### config.mk
export PLATFORM = sky130hd
export DESIGN_NAME = dma_fault_recorder
export DESIGN_NICKNAME = d
export VERILOG_FILES = /design/src/rtl/dfr_pkg.sv /design/src/rtl/dfr_slot_alloc.sv /design/src/rtl/dfr_record_store.sv /design/src/rtl/dfr_event_ctrl.sv /design/src/rtl/dma_fault_recorder.sv
export SDC_FILE = /design/constraint.sdc
export NUM_CORES = 1
export LEC_CHECK = 0
export BUFFER_PORTS_ARGS = -buffer_cell sky130_fd_sc_hd__clkbuf_2
export CORE_ASPECT_RATIO = 0.7
export CORE_UTILIZATION = 40
export CTS_CLUSTER_DIAMETER = 200
export CTS_CLUSTER_SIZE = 25
export DETAILED_ROUTE_END_ITERATION = 8
export PLACE_DENSITY = 0.54
export RECOVER_POWER = 25
export SLEW_MARGIN = 10
export SYNTH_ARGS = -nofsm -noshare
export SYNTH_HDL_FRONTEND = slang
export SYNTH_SLANG_ARGS = --single-unit
### constraint.sdc
create_clock -name clk -period 24.2 [get_ports clk]
set_input_delay 4.84 -clock clk [delete_from_list [all_inputs] [get_ports clk]]
set_output_delay 4.84 -clock clk [all_outputs]
set_load 0.005 [all_outputs]
### src/rtl/dfr_pkg.sv
package dfr_pkg;
  localparam logic [7:0] REG_STATUS    = 8'h00;
  localparam logic [7:0] REG_EVT       = 8'h01;
  localparam logic [7:0] REG_ADV       = 8'h02;
  localparam logic [7:0] REG_SLOT_BASE = 8'h10;

  // status bit positions
  localparam int ST_PFO = 0;
  localparam int ST_PPF = 1;
  localparam int ST_AFO = 2;
  localparam int ST_APF = 3;

  // slot word selectors
  localparam logic [1:0] SW_RID  = 2'd0;
  localparam logic [1:0] SW_ALO  = 2'd1;
  localparam logic [1:0] SW_AHI  = 2'd2;
  localparam logic [1:0] SW_CTRL = 2'd3;
endpackage

### src/rtl/dfr_slot_alloc.sv
module dfr_slot_alloc #(
  parameter int NUM_SLOTS = 8,
  localparam int IDX_W = $clog2(NUM_SLOTS)
) (
  input  logic [NUM_SLOTS-1:0] busy,
  input  logic [IDX_W-1:0]     start,
  output logic                 found,
  output logic [IDX_W-1:0]     slot
);
  // Scan offsets from the highest down so the smallest offset wins.
  always_comb begin
    found = 1'b0;
    slot  = '0;
    for (int i = NUM_SLOTS - 1; i >= 0; i--) begin
      int cand;
      cand = int'(start) + i;
      if (cand >= NUM_SLOTS) cand = cand - NUM_SLOTS;
      if (!busy[cand]) begin
        found = 1'b1;
        slot  = IDX_W'(cand);
      end
    end
  end
endmodule

### src/rtl/dfr_record_store.sv
module dfr_record_store #(
  parameter int NUM_SLOTS = 8,
  parameter int RID_W     = 16,
  parameter int PA_W      = 52,
  parameter int RSN_W     = 8,
  localparam int IDX_W = $clog2(NUM_SLOTS)
) (
  input  logic             clk,
  input  logic             we,
  input  logic [IDX_W-1:0] waddr,
  input  logic [RID_W-1:0] wrid,
  input  logic [PA_W-1:0]  wpa,
  input  logic [RSN_W-1:0] wrsn,
  input  logic [IDX_W-1:0] raddr,
  output logic [RID_W-1:0] rrid,
  output logic [PA_W-1:0]  rpa,
  output logic [RSN_W-1:0] rrsn
);
  localparam int REC_W = RID_W + PA_W + RSN_W;

  logic [REC_W-1:0] mem [NUM_SLOTS];
  logic [REC_W-1:0] rd_word;

  always_ff @(posedge clk) begin
    if (we) mem[waddr] <= {wrid, wpa, wrsn};
  end

  assign rd_word = mem[raddr];
  assign rrid    = rd_word[REC_W-1 -: RID_W];
  assign rpa     = rd_word[RSN_W +: PA_W];
  assign rrsn    = rd_word[RSN_W-1:0];
endmodule

### src/rtl/dfr_event_ctrl.sv
module dfr_event_ctrl (
  input  logic clk,
  input  logic rst,
  input  logic ev,
  input  logic mask_wr,
  input  logic mask_wd,
  output logic mask_q,
  output logic pend_q,
  output logic irq
);
  logic mask_eff;
  assign mask_eff = mask_wr ? mask_wd : mask_q;

  always_ff @(posedge clk) begin
    if (rst) begin
      mask_q <= 1'b1;
      pend_q <= 1'b0;
      irq    <= 1'b0;
    end else begin
      irq <= 1'b0;
      if (mask_wr) begin
        mask_q <= mask_wd;
        if (!mask_wd && pend_q) begin
          irq    <= 1'b1;
          pend_q <= 1'b0;
        end
      end
      if (ev) begin
        if (mask_eff) pend_q <= 1'b1;
        else          irq    <= 1'b1;
      end
    end
  end
endmodule

### src/rtl/dma_fault_recorder.sv
module dma_fault_recorder
  import dfr_pkg::*;
#(
  parameter int NUM_SLOTS  = 8,
  parameter int RID_W      = 16,
  parameter int ADDR_W     = 64,
  parameter int RSN_W      = 8,
  parameter int PAGE_SHIFT = 12,
  parameter int REG_AW     = 8,
  parameter bit ADV_LOG_EN = 1'b1,
  parameter int ADV_DEPTH  = 4,
  localparam int IDX_W     = $clog2(NUM_SLOTS),
  localparam int PA_W      = ADDR_W - PAGE_SHIFT,
  localparam int ADV_IDX_W = $clog2(ADV_DEPTH + 1),
  localparam int SLOT_SPAN = 4 * NUM_SLOTS
) (
  input  logic              clk,
  input  logic              rst,
  input  logic              flt_valid,
  input  logic [RID_W-1:0]  flt_rid,
  input  logic [ADDR_W-1:0] flt_addr,
  input  logic [RSN_W-1:0]  flt_reason,
  input  logic              reg_wr,
  input  logic              reg_rd,
  input  logic [REG_AW-1:0] reg_addr,
  input  logic [31:0]       reg_wdata,
  output logic [31:0]       reg_rdata,
  output logic              evt_irq,
  output logic              evt_mask
);
  logic [NUM_SLOTS-1:0] f_q, f_clr, f_set, f_next;
  logic [IDX_W-1:0]     ptr_q, fri_q, alloc_slot;
  logic                 alloc_found;
  logic                 pfo_q, apf_q, afo_q;
  logic [ADV_IDX_W-1:0] adv_idx_q;
  logic                 ppf, ppf_rise, apf_set, afo_set, fault_ev;
  logic                 accept, no_room;
  logic                 wr_status, wr_evt, wr_adv;
  logic                 slot_hit;
  logic [REG_AW-1:0]    slot_off;
  logic [IDX_W-1:0]     rd_slot;
  logic [1:0]           rd_word;
  logic [RID_W-1:0]     rd_rid;
  logic [PA_W-1:0]      rd_pa;
  logic [RSN_W-1:0]     rd_rsn;
  logic [63:0]          rd_addr64;
  logic [31:0]          rd_mux;
  logic                 pend_q;
  logic                 unused_bits;

  assign unused_bits = ^{flt_addr[PAGE_SHIFT-1:0], reg_wdata};

  // register decode
  assign wr_status = reg_wr && (reg_addr == REG_AW'(REG_STATUS));
  assign wr_evt    = reg_wr && (reg_addr == REG_AW'(REG_EVT));
  assign wr_adv    = reg_wr && (reg_addr == REG_AW'(REG_ADV));
  assign slot_off  = reg_addr - REG_AW'(REG_SLOT_BASE);
  assign slot_hit  = (reg_addr >= REG_AW'(REG_SLOT_BASE)) && (int'(slot_off) < SLOT_SPAN);
  assign rd_slot   = IDX_W'(slot_off >> 2);
  assign rd_word   = slot_off[1:0];

  // slot allocation
  dfr_slot_alloc #(.NUM_SLOTS(NUM_SLOTS)) u_alloc (
    .busy  (f_q),
    .start (ptr_q),
    .found (alloc_found),
    .slot  (alloc_slot)
  );

  assign accept  = flt_valid && !pfo_q && alloc_found;
  assign no_room = flt_valid && !pfo_q && !alloc_found;

  always_comb begin
    f_clr = '0;
    f_set = '0;
    if (reg_wr && slot_hit && rd_word == SW_CTRL && reg_wdata[31]) f_clr[rd_slot] = 1'b1;
    if (accept) f_set[alloc_slot] = 1'b1;
  end

  assign f_next   = (f_q & ~f_clr) | f_set;
  assign ppf      = |f_q;
  assign ppf_rise = !ppf && (|f_next);

  always_ff @(posedge clk) begin
    if (rst) begin
      f_q   <= '0;
      ptr_q <= '0;
      fri_q <= '0;
      pfo_q <= 1'b0;
    end else begin
      f_q <= f_next;
      if (accept) begin
        ptr_q <= (int'(alloc_slot) == NUM_SLOTS - 1) ? '0 : alloc_slot + 1'b1;
      end
      if (ppf_rise) fri_q <= alloc_slot;
      if (no_room) pfo_q <= 1'b1;
      else if (wr_status && reg_wdata[ST_PFO]) pfo_q <= 1'b0;
    end
  end

  // record storage
  dfr_record_store #(
    .NUM_SLOTS (NUM_SLOTS),
    .RID_W     (RID_W),
    .PA_W      (PA_W),
    .RSN_W     (RSN_W)
  ) u_store (
    .clk   (clk),
    .we    (accept),
    .waddr (alloc_slot),
    .wrid  (flt_rid),
    .wpa   (flt_addr[ADDR_W-1:PAGE_SHIFT]),
    .wrsn  (flt_reason),
    .raddr (rd_slot),
    .rrid  (rd_rid),
    .rpa   (rd_pa),
    .rrsn  (rd_rsn)
  );

  // advanced log: index and overflow only
  generate
    if (ADV_LOG_EN) begin : g_adv
      logic adv_write, adv_full;
      assign adv_full  = (int'(adv_idx_q) == ADV_DEPTH);
      assign adv_write = flt_valid && !adv_full;
      assign apf_set   = adv_write && (adv_idx_q == '0) && !apf_q;
      assign afo_set   = flt_valid && adv_full && !afo_q;

      always_ff @(posedge clk) begin
        if (rst) begin
          adv_idx_q <= '0;
          apf_q     <= 1'b0;
          afo_q     <= 1'b0;
        end else begin
          if (wr_adv && reg_wdata[0]) adv_idx_q <= '0;
          else if (adv_write)         adv_idx_q <= adv_idx_q + 1'b1;
          if (apf_set) apf_q <= 1'b1;
          else if (wr_status && reg_wdata[ST_APF]) apf_q <= 1'b0;
          if (afo_set) afo_q <= 1'b1;
          else if (wr_status && reg_wdata[ST_AFO]) afo_q <= 1'b0;
        end
      end
    end else begin : g_no_adv
      assign adv_idx_q = '0;
      assign apf_q     = 1'b0;
      assign afo_q     = 1'b0;
      assign apf_set   = 1'b0;
      assign afo_set   = 1'b0;
    end
  endgenerate

  // fault event and interrupt
  assign fault_ev = ppf_rise || apf_set || afo_set;

  dfr_event_ctrl u_evt (
    .clk     (clk),
    .rst     (rst),
    .ev      (fault_ev),
    .mask_wr (wr_evt),
    .mask_wd (reg_wdata[0]),
    .mask_q  (evt_mask),
    .pend_q  (pend_q),
    .irq     (evt_irq)
  );

  // read path
  assign rd_addr64 = 64'({rd_pa, {PAGE_SHIFT{1'b0}}});

  always_comb begin
    rd_mux = '0;
    if (reg_addr == REG_AW'(REG_STATUS)) begin
      rd_mux[ST_PFO] = pfo_q;
      rd_mux[ST_PPF] = ppf;
      rd_mux[ST_AFO] = afo_q;
      rd_mux[ST_APF] = apf_q;
      rd_mux[15:8]   = 8'(fri_q);
    end else if (reg_addr == REG_AW'(REG_EVT)) begin
      rd_mux[1:0] = {pend_q, evt_mask};
    end else if (reg_addr == REG_AW'(REG_ADV)) begin
      rd_mux[7:0] = 8'(adv_idx_q);
    end else if (slot_hit) begin
      case (rd_word)
        SW_RID:  rd_mux = 32'(rd_rid);
        SW_ALO:  rd_mux = rd_addr64[31:0];
        SW_AHI:  rd_mux = rd_addr64[63:32];
        default: rd_mux = {f_q[rd_slot], 23'b0, 8'(rd_rsn)};
      endcase
    end
  end

  always_ff @(posedge clk) begin
    if (rst)         reg_rdata <= '0;
    else if (reg_rd) reg_rdata <= rd_mux;
  end
endmodule

==> flow_summary_export.csv <==
group,metric,value,unit
global_routing,grt_pass1_wl,101,mm
cts,post_cts_resized,0,
layout,area_growth,8.97,%
cts,cts_buffers,30,
synth,synth_area,25800,µm²
setup_path,start_kind,"input pin",
cts,root_buffer,"clkbuf_16",
power,powerDensity,80.6,nW/µm²
cts,clk_latency,0.62,ns
sta,fmax,121,MHz
status,status,"finished, final reports clean",
floorplanning,core_area,63400,µm²
sta,worst_slew_pin_slew,1.22,ns
sta,max-slew-margin-rel,0.178,
synth,synth_cell_types,76,
power,leakage,0.00866,µW
cts,cts.sinks,663,
sta,setup_viol,0,
synth,async_flop_share,0,
sta,hold_violations,0,
floorplanning,rows,77,
sta,slew_violations,0,
cts,clk_pin_slew,0.11,ns
cts,cts_tree,"yes",
placement,io_buffers,126,
setup_path,critPathRequiredTime,24.74,ns
synth,syn_area_per_cell,16.0,µm²
global_routing,antenna_found_initial,10,
floorplanning,die_w,305,µm
detailed_routing,vias,15300,
cts,post_cts.repair.setup_buffers,0,
cts,hold_buffers,0,
sta,finClkSkew,0.0273,ns
job,cap_violations,0,
global_routing,first_global_vias,14800,
detailed_routing,wl_per_cell,27.4,µm
placement,dp_hpwl,37.0,mm
power,peakVddDrop,58.4,µV
synth,syn_nets,1751,
sta,final.setup.tns,0,ns
cts,clock_path_buffers,3,
layout,layout_commonest_cell,"edfxtp_1",
sta,fin_crit,8.27,ns
placement,gp_congestion,0.815,
setup_path,cp.arrival,8.81,ns
synth,synth-edff-count,608,
floorplanning,initial_core_util,0.406,
detailed_routing,drt_iter0_drc,1597,
detailed_routing,drtAntennaViolNets,0,
layout,mostFrequentLayoutCells,"608 x edfxtp_1, 148 x a22oi_1, 78 x clkbuf_2, 68 x clkbuf_1, 67 x a21oi_1",
hold_path,hp-class,"reg2reg",
detailed_routing,post-route-drc-count,0,
global_routing,grt_remaining_overflow,0,
layout,nets,1831,
layout,post-route-util,0.443,
setup_path,path_class,"in2reg",
detailed_routing,routed_wl,69.6,mm
layout,layout-drive-gt1-share,0.122,
setup_path,cp-end-kind,"flip-flop",
floorplanning,die_h,214,µm
global_routing,grtUsageTotal,0.208,
synth,yosysWarnings,0,
synth,ys.flop_type,"edfxtp_1",
floorplanning,io_pins,167,
floorplanning,dieArea,65400,µm²
synth,ys_seq_elements,663,
global_routing,grt_max_degree,61,
cts,h-tree-depth,1,
sta,min_period_over_period,0.342,
sta,rsz0062_at_grt,"no",
synth,seq_area_frac_synth,0.752,
setup_path,critPathMaxFanout,22,
synth,netlist_instances,1612,
detailed_routing,via_per_inst,6.00,
detailed_routing,drt_pre_antenna_iters,5,
[final timing paths]
kind | depth (start not counted) | to | start | slack, ns
worst max-delay path | 12 | reg_rdata[28]$_SDFFE_PP0P_ | reg_addr[4] | 15.93
worst min-delay path | 2 | fri_q[0]$_SDFFE_PP0P_ | fri_q[0]$_SDFFE_PP0P_ | 0.47
worst max register to register | 10 | u_store.mem[5][63]$_DFFE_PP_ | ptr_q[1]$_SDFFE_PP0P_ | 18.09
worst min register to register | 2 | fri_q[0]$_SDFFE_PP0P_ | fri_q[0]$_SDFFE_PP0P_ | 0.47
[registers in the layout, indices dropped and copies added (netlist names)]
name and flops:
adv_idx_q 3, reg_rdata 32, u_evt.mask_q 1, u_evt.pend_q 1, ptr_q 3, u_evt.irq 1, pfo_q 1, u_store.mem 608
apf_q 1, f_q 8, fri_q 3, afo_q 1
[where the power goes]
part | internal, µW | total (µW) | switching [µW]
sequential | 1370 | 1400 | 33.7
clock | 242 | 583 | 341
combinational | 76.9 | 278 | 201
[metrics by stage]
stage	instance area (µm²)	total power, µW	hold WS, ns	instances	setup WS [ns]
2_1_floorplan	25800	1600	0.437	1612	12.75
3_3_place_gp	27300	1700	0.448	2489	15.44
3_5_place_dp	27300	1710	0.454	2489	15.43
4_1_cts	28100	2280	0.470	2541	16.07
5_1_grt	28100	2340	0.492	2542	15.65
6_report	28100	2260	0.467	2542	15.93
[worst max-delay path: stages]
cell	delay, ns
clkbuf_2	0.39
clkinv_1	0.55
ha_1	0.41
o21bai_1	0.16
o21ai_0	0.22
nor2b_1	0.16
o21ai_0	0.44
a21oi_1	0.55
and2_1	0.20
buf_4	0.37
o21ai_0	0.31
a21oi_1	0.18
[cell usage after synthesis, types with 10 or more instances]
master / instances / area (µm²)
nor2b_1: 12 / 75.1
a22oi_1: 148 / 1110
nand2_1: 43 / 161
buf_2: 19 / 95.1
edfxtp_1: 608 / 18300
a31oi_1: 43 / 269
a22o_1: 49 / 429
nor2_1: 64 / 240
nand2b_1: 35 / 219
o21ai_0: 55 / 275
buf_1: 19 / 71.3
a21oi_1: 67 / 335
clkbuf_1: 68 / 255
nor3_1: 18 / 90.1
dfxtp_1: 55 / 1100
o22ai_1: 21 / 131
nand3_1: 16 / 80.1
mux4_2: 14 / 315
mux2_2: 21 / 236
a221oi_1: 56 / 490
inv_1: 12 / 45.0
mux2i_1: 25 / 250
a211oi_1: 10 / 75.1
nand4_1: 23 / 144
[final cells by class]
cell class,count,area (µm²)
inverter,14,65.1
multi-input combinational,823,5910
timing repair buffer,160,826
tap,829,1040
antenna,1,2.50
clock inverter,1,16.3
sequential,663,19400
clock buffer,51,851
fill,5555,35300
[metal layers]
| metal | routed length (µm) | track usage | part of all wire | up-vias |
|---|---|---|---|---|
| li1 | - | - | - | 6720 |
| met1 | 31900 | 0.310 | 0.46 | 7920 |
| met2 | 32100 | 0.327 | 0.46 | 539 |
| met3 | 4490 | 0.0316 | 0.064 | 71 |
| met4 | 1050 | 0.0345 | 0.015 | 10 |
| met5 | 65 | 0 | 0.00093 | - |
[logic make-up (layout without fill, tap and decap cells)]
logic type	count (synthesis)	in the layout	share of synthesized area
and+or+nand+nor	241	241	0.0483
AOI/OAI and AO/OA	507	507	0.141
buffers and inverters	126	226	0.0209
xor gates and xnor gates	5	5	0.00170
adders and majority gates	6	6	0.00291
DFF	663	663	0.752
other	0	1	0
muxes	64	64	0.0331
Power figures use the tool's default switching activity.
